File: src/rtl/hostbus_slave.sv
module hostbus_slave #(
  parameter int BASE_WAIT   = 2,
  parameter int SHADOW_WAIT = 12,
  parameter int SYNC_STAGES = 2
) (
  input  logic        clk,
  input  logic        rst_n,
  input  logic        mux_mode_i,
  input  logic        wide_mode_i,
  input  logic        cs_n_i,
  input  logic        rd_n_i,
  input  logic        wr_n_i,
  input  logic        ale_i,
  input  logic [8:0]  addr_i,
  input  logic [7:0]  ad_lo_i,
  input  logic [7:0]  ad_hi_i,
  output logic [7:0]  ad_lo_o,
  output logic [7:0]  ad_hi_o,
  output logic        ad_lo_oe,
  output logic        ad_hi_oe,
  output logic [7:0]  demux_addr_o,
  output logic        wait_o,
  output logic [8:0]  reg_addr_o,
  output logic        reg_re_o,
  output logic        reg_we_o,
  output logic [15:0] reg_wdata_o,
  input  logic [15:0] reg_rdata_i
);
  localparam int CW = $clog2(SHADOW_WAIT + 1);
  localparam logic [3:0] IDLE_PINS = 4'b0111;

  // synchroniser: bit3 ale, bit2 wr_n, bit1 rd_n, bit0 cs_n
  logic [3:0] sync_q [SYNC_STAGES];
  always_ff @(posedge clk or negedge rst_n)
    if (!rst_n) for (int i = 0; i < SYNC_STAGES; i++) sync_q[i] <= IDLE_PINS;
    else begin
      sync_q[0] <= {ale_i, wr_n_i, rd_n_i, cs_n_i};
      for (int i = 1; i < SYNC_STAGES; i++) sync_q[i] <= sync_q[i-1];
    end

  logic cs_on, rd_on, wr_on, ale_s;
  assign cs_on = ~sync_q[SYNC_STAGES-1][0];
  assign rd_on = ~sync_q[SYNC_STAGES-1][1];
  assign wr_on = ~sync_q[SYNC_STAGES-1][2];
  assign ale_s =  sync_q[SYNC_STAGES-1][3];

  logic act, act_q, start, done, ale_q, ale_fall;
  logic is_rd_q, rd_live, shadow_q, ext_ok;
  logic [CW-1:0] cnt;
  logic [7:0]  held_ad;
  logic [15:0] rdata_q, wdata_q;
  logic        start_bit8;

  assign act        = cs_on & (rd_on | wr_on);
  assign start      = act & ~act_q;
  assign done       = ~act & act_q;
  assign ale_fall   = mux_mode_i & ale_q & ~ale_s;
  assign start_bit8 = mux_mode_i ? reg_addr_o[8] : addr_i[8];
  assign ext_ok     = rd_live & shadow_q & ~mux_mode_i & (cnt == '0);

  always_ff @(posedge clk or negedge rst_n)
    if (!rst_n) begin
      act_q <= 1'b0; ale_q <= 1'b0; is_rd_q <= 1'b0; rd_live <= 1'b0;
      shadow_q <= 1'b0; cnt <= '0; reg_re_o <= 1'b0; reg_we_o <= 1'b0;
    end else begin
      act_q    <= act;
      ale_q    <= ale_s;
      reg_re_o <= start & rd_on;
      reg_we_o <= done & ~is_rd_q;
      if (start) begin
        is_rd_q  <= rd_on;
        shadow_q <= start_bit8 & rd_on;
        cnt      <= start_bit8 ? CW'(SHADOW_WAIT) : CW'(BASE_WAIT);
      end else if (cnt != '0) cnt <= cnt - 1'b1;
      if (start & rd_on) rd_live <= 1'b1;
      else if (!act)     rd_live <= 1'b0;
    end

  always_ff @(posedge clk or negedge rst_n)
    if (!rst_n) begin
      held_ad <= '0; reg_addr_o <= '0; rdata_q <= '0; wdata_q <= '0;
    end else begin
      if (mux_mode_i && ale_s) held_ad <= ad_lo_i;
      if (ale_fall)                    reg_addr_o <= {addr_i[8], held_ad};
      else if (start && !mux_mode_i)   reg_addr_o <= addr_i;
      else if (ext_ok)                 reg_addr_o[7:0] <= addr_i[7:0];
      if (rd_live) rdata_q <= reg_rdata_i;
      if (act && wr_on && !is_rd_q && !start)
        wdata_q <= {wide_mode_i ? ad_hi_i : 8'h00, ad_lo_i};
    end

  assign wait_o       = (cnt != '0);
  assign ad_lo_o      = rdata_q[7:0];
  assign ad_hi_o      = rdata_q[15:8];
  assign ad_lo_oe     = ~cs_n_i & ~rd_n_i & rd_live;
  assign ad_hi_oe     = ad_lo_oe & wide_mode_i;
  assign reg_wdata_o  = wdata_q;
  assign demux_addr_o = !mux_mode_i ? addr_i[7:0] : (ale_i ? ad_lo_i : held_ad);

  p_we_single_r8: assert property (@(posedge clk) disable iff (!rst_n)
    reg_we_o |=> !reg_we_o);
  p_we_not_reading_r8: assert property (@(posedge clk) disable iff (!rst_n)
    reg_we_o |-> !ad_lo_oe);
  p_wait_bound_r5: assert property (@(posedge clk) disable iff (!rst_n)
    cnt <= CW'(SHADOW_WAIT));
  p_addr_hold_r2: assert property (@(posedge clk) disable iff (!rst_n)
    (wait_o && $past(wait_o)) |-> $stable(reg_addr_o));
  p_re_at_start_r1: assert property (@(posedge clk) disable iff (!rst_n)
    reg_re_o |-> wait_o);
endmodule

File: config.mk
export PLATFORM = sky130hd
export DESIGN_NAME = hostbus_slave
export DESIGN_NICKNAME = d
export VERILOG_FILES = /design/src/rtl/hostbus_slave.sv
export SDC_FILE = /design/constraint.sdc
export NUM_CORES = 1
export LEC_CHECK = 0
export BUFFER_PORTS_ARGS = -buffer_cell sky130_fd_sc_hd__buf_4
export CORE_MARGIN = 8
export CORE_UTILIZATION = 53
export DETAILED_ROUTE_END_ITERATION = 8
export HOLD_SLACK_MARGIN = 0.12
export PLACE_DENSITY = 0.89
export SETUP_SLACK_MARGIN = 0.4
export SLEW_MARGIN = 20
export SYNTH_ARGS = -nofsm -noshare
export SYNTH_HDL_FRONTEND = slang
export SYNTH_SLANG_ARGS = --single-unit
File: constraint.sdc
create_clock -name clk -period 2.68 [get_ports clk]
set_clock_uncertainty 0.15 [all_clocks]
set_input_delay 0.536 -clock clk [delete_from_list [all_inputs] [get_ports clk]]
set_output_delay 0.536 -clock clk [all_outputs]
set_load 0.01 [all_outputs]
==> results.toml <==
[critical_path]
endpoint_kind = "output port"
cp-startpoint = "cnt[0]"
worstPathArrival_ps = 1500
cp.required_ps = 1990
worst-r2r-cell-count = 6
startpoint_type = "flop"
crit_fanout = 6
crit_type = "reg -> out"
r2r-start = "cnt[0]"

[detailed_routing]
route.detailed.drc = 0
ant_nets = 0
via_per_inst = 5.025
wl_per_cell_um = 16.16
drt_first_iter_violations = 63
vias = 2005
first_pass_iters = 4
wl_mm = 6.446

[floorplanning]
io_pins = 103
die_w_um = 88.64
core_area_um2 = 5107
num_rows = 26
die_area_um2 = 7857
initial_utilization = 0.5475
die-height_um = 88.64

[sta]
maxSlewViolCount = 0
min_period_ps = 2190
max_freq_ghz = 0.4567
hold-worst-slack_ps = 167.7
hold_viol = 0
period_share = 0.8171
finalSetupViolCount = 0
tns_ps = 0
worstMarginPinSlew_ps = 807.4
relSlewSlack = 0.4618
rsz0062_at_grt = "false"

[placement]
portBuffers = 102
dp_cells = 383
hpwl_mm = 4.936
place_congestion = 0.7934

[logic_synthesis]
yosysTopAreaCellShare = 0.5548
ys_top_cells_by_count = "62 x dfrtp_1, 34 x mux2_2, 21 x nand2_1"
ys_warn_count = 0
async_flop_share = 1.000
synthDistinctLibCells = 28
synth_edf_count = 0
syn_nets = 272
yosysMostFrequentCell = "dfrtp_1"
synth_ff_type = "dfrtp_1"
synthTopCellsByArea = "dfrtp_1 55%, mux2_2 14%, mux2i_1 5.7%"
synth-seq-cells = 68
syn-instance-count = 221
syn_area_per_cell_um2 = 12.65
ys_seq_area_frac = 0.6112
synth_area_leader_cell = "dfrtp_1"
syn_area_um2 = 2796

[clock_network]
clock-sinks = 68
cts_root_buf = "clkbuf_8"
cts_max_path_buffers = 2
clk_pin_slew_ps = 70
clock_latency_ps = 320
cts_buffers = 9
cts_tree = "built"
htree_levels = 3
cts_hold_buf = 0

[grt]
antenna_found_initial = 0
first_global_vias = 2221
grt_pass1_wl_mm = 10.56
grtUsageTotal = 0.1748
grt_start_max_net_pins = 69
grt_overflow = 0

[flow_run]
maxCapViolations = 0

[power_and_ir_drop]
power_density_nw_per_um2 = 789.0
vdd.ir_drop.worst_mv = 0.5148
power_leakage_uw = 0.001855

[final_layout]
nets = 376
diodes = 0
area.growth.synth_to_final_pct = 34.59
drive_gt1_frac = 0.4863
final_cells = 399

[status]
status = "complete, no violations"

[min_path]
hp-class = "in -> async"
-- sequential cells by signal, summed over array words and instances, names as in the netlist --
signal,flops
is_rd_q,1
reg_we_o,1
shadow_q,1
rd_live,1
sync_q,7
held_ad,8
act_q,1
ale_s,1
rdata_q,16
reg_addr_o,9
cnt,4
ale_q,1
reg_wdata_o,16
reg_re_o,1
-- kinds of logic after synthesis --
logic type      count (synthesis)  synth area share
xor+xnor                        3          0.009398
simple gates                   48           0.07383
flops                          68            0.6112
fa+ha+maj                       2          0.008947
compound gates                 36           0.07114
mux                            50            0.1942
buf+inv                        14           0.03132
-- per-layer routing --
metal,GRT usage,routed length [um],vias up
li1,-,-,968
met1,0.1941,2509,970
met2,0.2938,3345,63
met3,0.06685,534,4
met4,0.06912,57,0
met5,0,0,-
-- area by class of cell --
cell class / count / area, um^2
repair buffers: 105 / 788.3
clock inverters: 2 / 10.01
flip-flops and latches: 68 / 1709
clock buffers: 13 / 158.9
inverters: 2 / 7.507
fillers: 368 / 1344
multi-input cells: 139 / 1002
well taps: 70 / 87.58
-- critical path, cell delays in order (launching register included) --
cell	delay, ps
dfrtp_1	400
inv_1	80
ha_1	130
or3b_4	410
buf_4	160
-- cell usage in the layout, fill, tap and decap left out, types with 2 or more instances in the layout --
master,n
dfstp_2,6
dfrtp_1,62
a21o_1,2
buf_4,105
nor3_1,2
mux2_2,34
inv_1,2
nand2_1,21
o21ai_0,13
mux2i_1,16
clkbuf_8,11
a21oi_1,17
clkbuf_1,2
nor2_1,18
ha_1,2
xnor2_1,3
clkinv_2,2
nand3b_1,2
-- what timing repair did --
item / in CTS / in global routing
setup endpoints to repair: 1 / 1
setup buffers: 0 / 1
gates resized for setup: 1 / 0
-- metrics by stage --
stage	power [uW]	setup slack [ps]	util	instance area [um^2]
finish	2969	490.2	0.7369	3764
global route	3159	411.5	0.7369	3764
CTS	3002	459.6	0.7354	3756
detailed placement	2267	641.2	0.7019	3585
global placement	2222	745.5	0.7019	3585
floorplan	1815	728.7	-	2796
-- worst paths after layout --
kind                                 end  slack [ps]
max                               wait_o         490
min                           rdata_q[5]         170
max reg2reg                reg_addr_o[4]         690
min reg2reg                    sync_q[2]         210
max in group asynchronous     held_ad[6]        1700
min in group clk               sync_q[6]         180
-- where the power goes --
| group | leakage, uW | switching [uW] | internal [uW] | total [uW] |
|---|---|---|---|---|
| combinational | 0.000966 | 378 | 483 | 861 |
| clock | 0.0000893 | 342 | 379 | 721 |
| sequential | 0.000799 | 132 | 1250 | 1390 |
| total | 0.00185 | 852 | 2120 | 2970 |
(Power assumes the default switching activity.)
